[config.mk]
export PLATFORM = sky130hd
export DESIGN_NAME = mgmt_serial_master
export DESIGN_NICKNAME = d
export VERILOG_FILES = /design/src/rtl/mgmt_pkg.sv /design/src/rtl/mgmt_mdc_gen.sv /design/src/rtl/mgmt_frame_seq.sv /design/src/rtl/mgmt_serial_master.sv
export SDC_FILE = /design/constraint.sdc
export NUM_CORES = 1
export LEC_CHECK = 0
export BUFFER_PORTS_ARGS = -buffer_cell sky130_fd_sc_hd__buf_2
export CAP_MARGIN = 25
export CORE_MARGIN = 1
export CORE_UTILIZATION = 55
export CTS_BUF_LIST = sky130_fd_sc_hd__clkbuf_4
export CTS_CLUSTER_DIAMETER = 120
export CTS_CLUSTER_SIZE = 14
export DETAILED_ROUTE_END_ITERATION = 6
export GPL_TIMING_DRIVEN = 0
export PLACE_DENSITY = 0.75
export SYNTH_ARGS = -nofsm -noshare
export SYNTH_HDL_FRONTEND = slang
export SYNTH_SLANG_ARGS = --single-unit
[constraint.sdc]
create_clock -name clk -period 2.8 [get_ports clk]
set_input_delay 0.56 -clock clk [delete_from_list [all_inputs] [get_ports clk]]
set_output_delay 0.56 -clock clk [all_outputs]
set_load 0.05 [all_outputs]
[src/rtl/mgmt_pkg.sv]
package mgmt_pkg;
  localparam int ADDR_W = 6;
  localparam int DATA_W = 32;

  localparam logic [ADDR_W-1:0] OFF_CMD  = 6'h00;
  localparam logic [ADDR_W-1:0] OFF_WDAT = 6'h08;
  localparam logic [ADDR_W-1:0] OFF_RDAT = 6'h10;
  localparam logic [ADDR_W-1:0] OFF_CFG  = 6'h18;
  localparam logic [ADDR_W-1:0] OFF_EN   = 6'h20;

  localparam int CMD_PHY_LSB = 8;
  localparam int CMD_REG_LSB = 16;
  localparam int FLAG_PEND   = 16;
  localparam int FLAG_VALID  = 17;
  localparam int CFG_PRE_BIT = 8;
  localparam int CFG_C45_BIT = 12;

  localparam logic [1:0] START_C22 = 2'b01;
  localparam logic [1:0] START_C45 = 2'b00;
endpackage

[src/rtl/mgmt_mdc_gen.sv]
module mgmt_mdc_gen #(
  parameter int DIV_W = 8
) (
  input  logic             clk,
  input  logic             rst,
  input  logic             run,
  input  logic [DIV_W-1:0] half_div,
  output logic             mdc,
  output logic             rise_tick,
  output logic             fall_tick
);
  logic [DIV_W-1:0] cnt;
  logic             wrap;

  assign wrap      = run && (cnt == half_div);
  assign rise_tick = wrap && !mdc;
  assign fall_tick = wrap && mdc;

  always_ff @(posedge clk) begin
    if (rst || !run) begin
      cnt <= '0;
      mdc <= 1'b0;
    end else if (wrap) begin
      cnt <= '0;
      mdc <= ~mdc;
    end else begin
      cnt <= cnt + 1'b1;
    end
  end

  // clock parks low once the frame stops
  p_mdc_idle_low_r11: assert property (@(posedge clk) disable iff (rst)
    !run |=> !mdc);
endmodule

[src/rtl/mgmt_frame_seq.sv]
module mgmt_frame_seq #(
  parameter int DW = 16
) (
  input  logic          clk,
  input  logic          rst,
  input  logic          en,
  input  logic          start,
  input  logic          pre_en,
  input  logic          is_rd,
  input  logic [31:0]   word,
  input  logic          rise,
  input  logic          fall,
  input  logic          mdio_i,
  output logic          busy,
  output logic          mdo,
  output logic          mdoe,
  output logic          done,
  output logic          rd_ok,
  output logic [DW-1:0] rd_data
);
  localparam logic [5:0] POS_HDR  = 6'd32;
  localparam logic [5:0] POS_TA0  = 6'd46;
  localparam logic [5:0] POS_TA1  = 6'd47;
  localparam logic [5:0] POS_DAT  = 6'd48;
  localparam logic [5:0] POS_LAST = 6'd63;

  logic [5:0]    pos;
  logic [31:0]   word_q;
  logic          rd_q;
  logic          ta_bad;
  logic [DW-1:0] shreg;
  logic [5:0]    start_pos;
  logic [5:0]    nxt;

  assign start_pos = pre_en ? 6'd0 : POS_HDR;
  assign nxt       = pos + 6'd1;

  function automatic logic bit_of(input logic [31:0] w, input logic [5:0] p);
    return (p < POS_HDR) ? 1'b1 : w[5'(6'd63 - p)];
  endfunction

  function automatic logic oe_of(input logic rd, input logic [5:0] p);
    return !rd || (p < POS_TA0);
  endfunction

  always_ff @(posedge clk) begin
    if (rst) begin
      busy    <= 1'b0;
      mdo     <= 1'b0;
      mdoe    <= 1'b0;
      done    <= 1'b0;
      pos     <= '0;
      word_q  <= '0;
      rd_q    <= 1'b0;
      ta_bad  <= 1'b0;
      shreg   <= '0;
      rd_ok   <= 1'b0;
      rd_data <= '0;
    end else begin
      done <= 1'b0;
      if (!en) begin
        busy <= 1'b0;
        mdoe <= 1'b0;
        mdo  <= 1'b0;
      end else if (start && !busy) begin
        busy   <= 1'b1;
        word_q <= word;
        rd_q   <= is_rd;
        ta_bad <= 1'b0;
        pos    <= start_pos;
        mdo    <= bit_of(word, start_pos);
        mdoe   <= 1'b1;
      end else if (busy) begin
        if (rise && rd_q) begin
          if (pos == POS_TA1) ta_bad <= mdio_i;
          if (pos >= POS_DAT) shreg <= {shreg[DW-2:0], mdio_i};
        end
        if (fall) begin
          if (pos == POS_LAST) begin
            busy  <= 1'b0;
            mdoe  <= 1'b0;
            mdo   <= 1'b0;
            done  <= 1'b1;
            rd_ok <= rd_q && !ta_bad;
            if (rd_q) rd_data <= shreg;
          end else begin
            pos  <= nxt;
            mdo  <= bit_of(word_q, nxt);
            mdoe <= oe_of(rd_q, nxt);
          end
        end
      end
    end
  end

  // completion leaves the line released and the sequencer idle
  p_done_released_r4: assert property (@(posedge clk) disable iff (rst)
    done |-> (!mdoe && !busy));
  // the line is only driven inside a frame
  p_drive_in_frame_r10: assert property (@(posedge clk) disable iff (rst)
    mdoe |-> busy);
endmodule

[src/rtl/mgmt_serial_master.sv]
module mgmt_serial_master
  import mgmt_pkg::*;
#(
  parameter int DIV_W     = 8,
  parameter int DIV_RESET = 4
) (
  input  logic              clk,
  input  logic              rst,
  input  logic              bus_we,
  input  logic [ADDR_W-1:0] bus_addr,
  input  logic [DATA_W-1:0] bus_wdata,
  output logic [DATA_W-1:0] bus_rdata,
  output logic              mdc,
  output logic              mdio_o,
  output logic              mdio_oe,
  input  logic              mdio_i
);
  localparam int DW = 16;

  logic [DIV_W-1:0] cfg_div;
  logic             cfg_pre, cfg_c45, en_q;
  logic [DW-1:0]    wdat_q, rdat_q;
  logic             wr_pend, rd_pend, rd_val;

  logic             cmd_hit, legal, cmd_rd, launch;
  logic [1:0]       opc;
  logic [31:0]      frame_word;
  logic             busy, rise, fall, seq_done, seq_ok;
  logic [DW-1:0]    seq_data;
  logic             unused_bits;

  assign unused_bits = ^bus_wdata[DATA_W-1:21];

  assign cmd_hit = bus_we && (bus_addr == OFF_CMD);

  always_comb begin
    legal  = 1'b1;
    cmd_rd = 1'b0;
    opc    = 2'b00;
    if (cfg_c45) begin
      case (bus_wdata[1:0])
        2'd0:    opc = 2'b00;
        2'd1:    opc = 2'b01;
        2'd3:    begin opc = 2'b11; cmd_rd = 1'b1; end
        default: legal = 1'b0;
      endcase
    end else begin
      case (bus_wdata[1:0])
        2'd0:    opc = 2'b01;
        2'd1:    begin opc = 2'b10; cmd_rd = 1'b1; end
        default: legal = 1'b0;
      endcase
    end
  end

  assign launch     = cmd_hit && en_q && !wr_pend && !rd_pend && legal;
  assign frame_word = {cfg_c45 ? START_C45 : START_C22, opc,
                       bus_wdata[CMD_PHY_LSB +: 5], bus_wdata[CMD_REG_LSB +: 5],
                       2'b10, wdat_q};

  mgmt_mdc_gen #(.DIV_W(DIV_W)) u_clk (
    .clk(clk), .rst(rst), .run(busy), .half_div(cfg_div),
    .mdc(mdc), .rise_tick(rise), .fall_tick(fall)
  );

  mgmt_frame_seq #(.DW(DW)) u_seq (
    .clk(clk), .rst(rst), .en(en_q), .start(launch), .pre_en(cfg_pre),
    .is_rd(cmd_rd), .word(frame_word), .rise(rise), .fall(fall),
    .mdio_i(mdio_i), .busy(busy), .mdo(mdio_o), .mdoe(mdio_oe),
    .done(seq_done), .rd_ok(seq_ok), .rd_data(seq_data)
  );

  always_ff @(posedge clk) begin
    if (rst) begin
      cfg_div <= DIV_W'(DIV_RESET);
      cfg_pre <= 1'b1;
      cfg_c45 <= 1'b0;
      en_q    <= 1'b0;
      wdat_q  <= '0;
      rdat_q  <= '0;
      wr_pend <= 1'b0;
      rd_pend <= 1'b0;
      rd_val  <= 1'b0;
    end else begin
      if (bus_we) begin
        case (bus_addr)
          OFF_WDAT: wdat_q <= bus_wdata[DW-1:0];
          OFF_CFG: begin
            cfg_div <= bus_wdata[DIV_W-1:0];
            cfg_pre <= bus_wdata[CFG_PRE_BIT];
            cfg_c45 <= bus_wdata[CFG_C45_BIT];
          end
          OFF_EN:   en_q <= bus_wdata[0];
          default: ;
        endcase
      end
      if (launch) begin
        if (cmd_rd) begin
          rd_pend <= 1'b1;
          rd_val  <= 1'b0;
        end else begin
          wr_pend <= 1'b1;
        end
      end
      if (seq_done) begin
        wr_pend <= 1'b0;
        rd_pend <= 1'b0;
        if (rd_pend) begin
          rd_val <= seq_ok;
          rdat_q <= seq_data;
        end
      end
      if (!en_q) begin
        wr_pend <= 1'b0;
        rd_pend <= 1'b0;
      end
    end
  end

  always_ff @(posedge clk) begin
    if (rst) begin
      bus_rdata <= '0;
    end else begin
      bus_rdata <= '0;
      case (bus_addr)
        OFF_WDAT: bus_rdata <= {15'd0, wr_pend, wdat_q};
        OFF_RDAT: bus_rdata <= {14'd0, rd_val, rd_pend, rdat_q};
        OFF_CFG:  bus_rdata <= {19'd0, cfg_c45, 3'd0, cfg_pre, DIV_W'(cfg_div)};
        OFF_EN:   bus_rdata <= {31'd0, en_q};
        default:  bus_rdata <= {31'd0, unused_bits & 1'b0};
      endcase
    end
  end

  // at most one kind of frame outstanding
  p_one_pending_r9: assert property (@(posedge clk) disable iff (rst)
    $onehot0({wr_pend, rd_pend}));
  // write pending drops only with the line released
  p_release_at_clear_r4: assert property (@(posedge clk) disable iff (rst)
    $fell(wr_pend) |-> !mdio_oe);
  // valid can only appear as a read finishes
  p_valid_at_read_end_r6: assert property (@(posedge clk) disable iff (rst)
    $rose(rd_val) |-> $fell(rd_pend));
  // disabled controller lets go of the line
  p_disabled_quiet_r10: assert property (@(posedge clk) disable iff (rst)
    !en_q |=> !mdio_oe);
  // driven data moves only while the clock is low
  p_mdio_edge_r11: assert property (@(posedge clk) disable iff (rst)
    (mdio_oe && $past(mdio_oe) && !$stable(mdio_o)) |-> !mdc);
endmodule

== Word level (Yosys, flattened, before mapping) ==
Cells that the tools add are included.

* $add $sub $neg: 4
* Order comparisons: 6
* Eq/ne operators: 10
* Mux-type cells: 43
* Bitwise gates (word level): 6
* Reduce and logical (&&, ||, !) cells: 44

{| class="wikitable"
|+ Operators with widths
! cell !! count
|-
| case mux 18 bit (4 select lines) || 1
|-
| two-way mux 1 bit || 32
|-
| two-way mux 6 bit || 5
|-
| equality test 6 bit, second input constant || 3
|-
| less-than comparator 6 bit, second input constant || 3
|-
| AND reduction 2 bit || 8
|-
| equality test 6 x 5 -> 1 bit, second input constant || 2
|-
| less-than comparator 5 x 6 -> 1 bit, second input constant || 2
|-
| logical AND 1 bit || 11
|-
| binary-select mux 1 bit (select 5 bit) || 2
|-
| AND reduction 5 bit || 2
|-
| subtractor 5 bit, first input constant || 2
|-
| adder 8 x 1 -> 8 bit, second input constant || 1
|-
| equality test 8 bit || 1
|-
| case mux 2 bit (2 select lines) || 2
|-
| AND reduction 4 bit || 2
|-
| nonzero test 2 bit || 4
|-
| adder 6 x 1 -> 6 bit, second input constant || 1
|-
| equality test 6 x 4 -> 1 bit, second input constant || 1
|-
| >= comparator 6 bit, second input constant || 1
|-
| logical NOT 1 bit || 6
|-
| logical NOT 6 bit || 1
|-
| inverter 1 bit || 6
|-
| AND reduction 6 bit || 1
|-
| 9 further kinds || 13
|}

* Register bits after elaboration: 163
* Input port bits: 42

== Logic depth before layout (Yosys ltp) ==
* Depth in word-level cells: 9
* Gate-level depth with buffers: 9
* Depth with buffers taken out: 7

== By module ==
A second synthesis with hierarchy kept.

* Cells, all modules: 747
* Area total of the unflattened synthesis: 6,506.2 um^2

{| class="wikitable"
|+ Modules (own cells, without submodules)
! module !! times used !! cells each !! area each (um^2) !! seq. area each (um^2)
|-
| mgmt_frame_seq || 1 || 371 || 3,213.1 || 1,541.5
|-
| mgmt_serial_master || 1 || 326 || 2,816.5 || 1,281.2
|-
| mgmt_mdc_gen || 1 || 50 || 476.7 || 180.2
|}

== Worst setup path before layout ==
OpenSTA, ideal clock, no wires.

* Path type: register -> register
* Start: register u_seq.pos[0]
* End: register u_seq.rd_data[10]
* Setup time: 128 ps
* Arrival: 1,942 ps
* Path slack: 731 ps
* Stages on the path, launching flop included: 9
* Buffers on the path: 1
* Period minus slack after synthesis: 2,069 ps
* Path through: dfxtp_1 > ha_1 > nand3_2 > or2_4 > nor4_4 > nand4_4 > buf_6 > mux2i_1 > nor2_1

* Word-level cells in the longest chain between the ends: 2

{| class="wikitable"
|+ RTL lines
! item !! RTL line !! source
|-
| start, declared || mgmt_frame_seq.sv:27 || <nowiki>logic [5:0] pos;</nowiki>
|-
| start signal, assigned || mgmt_frame_seq.sv:70 || <nowiki>pos <= start_pos;</nowiki>
|-
| start signal, assigned || mgmt_frame_seq.sv:87 || <nowiki>pos <= nxt;</nowiki>
|-
| equality test 6 bit || mgmt_frame_seq.sv:79 || <nowiki>if (pos == POS_LAST) begin</nowiki>
|-
| AND reduction 6 bit (no source line) || -- ||
|-
| end signal, assigned || mgmt_frame_seq.sv:85 || <nowiki>if (rd_q) rd_data <= shreg;</nowiki>
|-
| end, declared || mgmt_frame_seq.sv:19 || <nowiki>output logic [DW-1:0] rd_data</nowiki>
|}

Every way passes these cells.
A chain may end at the register's enable or synchronous reset.

== Worst setup path after layout ==
* Start: register u_seq.pos[0]
* End: register u_seq.rd_data[8]

Same word-level chain as after synthesis.

==> parameters.txt <==
Parameter                              Value

CTS
  TritonCTS clock tree ... built
  CTS clk-pin slew, worst paths ... about 0.12 ns
  Root Buffer Master ... clkbuf_4
  Number of buffers added to fix hold violations after cts ... 0
  Number of sinks on the clock net ... roughly 150
  Resize count post-CTS ... 0
  Clock insertion delay at the later pin of the skew report ... roughly 0.55 ns
  Cts bufs inserted ... 17
  Buffers from clock root to sink, at most ... 2
  CTS H-tree depth ... 4
  Post-CTS repair timing setup buffer count ... 0

Drt
  Mean number of vias per cell ... about 5.5
  Total DRC errors in the routed layout ... 0
  Drt wl/cell ... between 15 and 20 um
  Routed via count ... roughly 5,200
  Starting DRC count in detailed routing ... between 300 and 400
  DRT antenna net count ... 0
  Total Wirelength ... roughly 15,000 um
  First drt pass iteration count ... 5

Floorplanning
  Top-Level Pins ... between 70 and 80
  Die area ... approximately 12,000 um^2
  Vertical extent of the die ... about 110 um
  Horiz. Die Dim ... 108 um
  Row cnt ... 38
  Std-Cell Core Area ... roughly 11,000 um^2
  Initial standard-cell utilization of the core ... a little under three fifths

Logic synthesis
  Simple-gate share of the synthesized area ... around 22%
  Share of Yosys cell area claimed by the top area cell type ... approximately half
  Avg Cell Area, Syn ... slightly below 9 um^2
  Number of library cell types mapped by synthesis ... 56
  Top_reg_cell synth ... dfxtp_1
  Top cells by area in the synthesized netlist ... dfxtp_1 (48%), nand2_1 (11%), a21oi_1 (6.9%)
  Synth warn ... 0
  Most area-hungry cell type in the Yosys netlist ... dfxtp_1
  Share of the synthesized area in compound gates (AO/OA/AOI/OAI) ... roughly an eighth
  Library cell with the highest instance count after synthesis ... nand2_1
  Area of the mapped netlist ... about 6100 um^2
  XOR/XNOR Fraction of Synth Area ... between 3 and 4%
  Number of enable-type register cells in the synthesized netlist ... 0
  Multiplexer fraction of the synthesized cell area ... approximately 7.5%
  Top cells by instance count after synthesis ... nand2_1 (173), dfxtp_1 (148), a21oi_1 (85), nor2_1 (67), mux2i_1 (29)
  Gate count of the mapped netlist ... approximately 700
  Post-Synth Adder-Cell Area ... less than 1%
  Dominant combinational cell family by area after synthesis ... simple AND/OR/NAND/NOR gates
  Portion of the post-synthesis area used by sequential elements ... between 40% and 50%
  Synthesized flop and latch total ... between 100 and 150
  FFs w/ async S/R, synth ... 0%

Timing
  Least-Margin Pin Slew ... between 0.7 and 0.8 ns
  Hold slack final ... about 0.24 ns
  Maximum operating frequency ... 400 MHz
  Number of hold violations in the final report ... 0
  Setup TNS ... 0 ns
  Unrepaired setup endpoints after global routing ... no
  Final period demand of the worst path ... roughly 2.5 ns
  Final Max Slew Viols ... 0
  Post-route worst setup slack ... about 0.30 ns
  Period Utilization, post-route ... roughly nine tenths
  Setup violators final ... 0
  Slew HR ... between 50% and 60%
  Clk_skew ... around 0.018 ns

Critical path
  Cell breakdown of the critical path ... ha_1 > nand3_2 > or2_4 > nor4_4 > nand4_4 > buf_6 > mux2i_1 > nor2_1
  Origin of the critical flop-to-flop path ... u_seq.pos[0]
  Reg-to-Reg End ... u_seq.rd_data[8]
  Stage delay of the slowest cell on the critical path ... between 0.5 and 0.6 ns
  Worst endpoint data arrival time ... approximately 2.9 ns
  Startpoint kind of the worst setup timing path ... flip-flop
  Worst-case register-to-register setup slack ... ~0.30 ns
  Worst Path Max Fanout ... 10
  Launching instance or port of the critical path ... u_seq.pos[0]
  Crit path kind ... flip-flop to flip-flop
  Highest-delay cell along the critical path ... dfxtp_1
  Number of cell instances on the worst register-to-register path ... 8
  Worst setup endpoint ... u_seq.rd_data[8]
  Critical Path RT ... approximately 3.2 ns
  Type of destination of the critical path ... flip-flop

Placement
  Final RePlAce weighted congestion ... just over 0.9
  Placed cell area ... roughly 6600 um^2
  IO buf count ... 51
  Cell total after placement ... approximately 910
  HPWL Detailed ... between 10,000 and 15,000 um
  Pre-CTS WS ... 0.367 ns

Power
  Peak VDD IR ... approximately 0.48 mV
  Power Dens Cells ... between 500 and 600 nW/um^2
  Post-route total power ... 3.81 mW
  Static leakage ... 2.66 nW

Global routing
  Pin count of the biggest net entering global routing ... 17
  Wire length of the first global-routing pass ... approximately 24,000 um
  Via count of the first global-routing pass ... about 5,000
  Overall Global Routing Usage ... ~28%
  Initial antenna violation count ... 0
  Overflow left after global routing ... 0

Cells and area
  Fraction of final layout cells with drive strength greater than 1 ... around 17%
  Count of filler cells inserted in the layout ... between 900 and 1,000
  Synthesis-to-finish area growth ... 13.3%
  Diode insertion count for antenna repair ... 0
  Final cell utilization of the core ... 64.2%
  Number of cells in the finished layout apart from fillers ... between 900 and 1,000
  Number of nets at the end of the flow ... 837
  Post-layout instance area ... 6960 um^2
  Area occupied by registers ... slightly below 3000 um^2
  Area of the multi-input gates ... about 2900 um^2

Status
  Outcome ... completed

Hold path
  Classification of the worst-slack hold path ... primary input to flip-flop

Job
  Max-cap violations ... 0
-- placed cells by master (no fill, tap or decap), types with 3 or more instances in the layout --
master / count
mux2i_1: 29
nand3_1: 10
nand3b_1: 4
dfxtp_1: 148
buf_4: 19
clkbuf_1: 26
o21ai_0: 4
a31oi_1: 3
nor3_1: 10
inv_1: 9
a22oi_1: 17
a22o_1: 10
mux4_2: 6
clkinv_4: 3
and2_1: 6
xnor2_1: 11
nand4_1: 6
bufinv_16: 5
mux2_2: 3
xnor2_2: 3
nand2_1: 173
nor2b_1: 3
xor2_1: 5
clkinv_2: 3
buf_2: 61
nor2_1: 67
a21oi_1: 85
clkbuf_4: 17
clkinv_1: 3
conb_1: 14
-- routing by layer --
metal / share of wire, % / vias up / track usage (%)
met5: 0 / - / 0
met4: 1.9 / 0 / 10.7
met3: 5.1 / 25 / 6.30
met2: 48 / 128 / 45.8
met1: 45 / 2469 / 35.2
li1: - / 2546 / -
-- report_power, final --
group	total (mW)	internal (mW)	leakage, nW	switching (mW)
Clock	1.55	0.791	0.182	0.758
Sequential	2.11	2.11	1.19	0.00209
Combinational	0.157	0.0421	1.29	0.115
Total	3.81	2.94	2.66	0.874
-- cells by family after synthesis --
family,after synthesis
AOI/OAI and AO/OA,133
xor gates and xnor gates,19
adders and majority gates,2
buffers and inverters,66
DFF,148
muxes,38
other,1
and+or+nand+nor,303
-- final cells by class --
| class | instances | share of cell area, % |
|---|---|---|
| repair buffers | 51 | 3.67 |
| clock inverters | 15 | 3.04 |
| clock buffers | 17 | 1.83 |
| flip-flops and latches | 148 | 42.6 |
| plain buffers | 57 | 4.49 |
| multi-input cells | 509 | 41.4 |
| inverters | 9 | 0.485 |
| well taps | 140 | 2.52 |
-- worst min-delay path by stage --
| stage | startpoint | endpoint | slack, ns | cells past startpoint |
|---|---|---|---|---|
| final | bus_wdata[13] | wdat_q[13] | 0.24 | 3 |
| after global routing | bus_wdata[14] | wdat_q[14] | 0.20 | 3 |
| after CTS | bus_wdata[14] | wdat_q[14] | 0.21 | 3 |
| after detailed placement | u_seq.word_q[12] | u_seq.word_q[12] | 0.44 | 2 |
| after global placement | u_seq.word_q[20] | u_seq.word_q[20] | 0.44 | 2 |
| after floorplan | u_seq.word_q[20] | u_seq.word_q[20] | 0.43 | 2 |
-- state kept, by name (all words and copies together) (netlist names), 6 cells and up --
register       flops
bus_rdata         18
cfg_div            8
rdat_q            16
u_clk.cnt          8
u_seq.pos          6
u_seq.rd_data     16
u_seq.shreg       16
u_seq.word_q      30
wdat_q            16
-- critical path, delay by kind of cell, from the launching register on --
family / cells / cell delay (ns)
adders and majority gates: 1 / 0.31
buffers and inverters: 1 / 0.24
DFF: 1 / 0.51
muxes: 1 / 0.21
and+or+nand+nor: 5 / 1.10
Power figures use the tool's default switching activity.
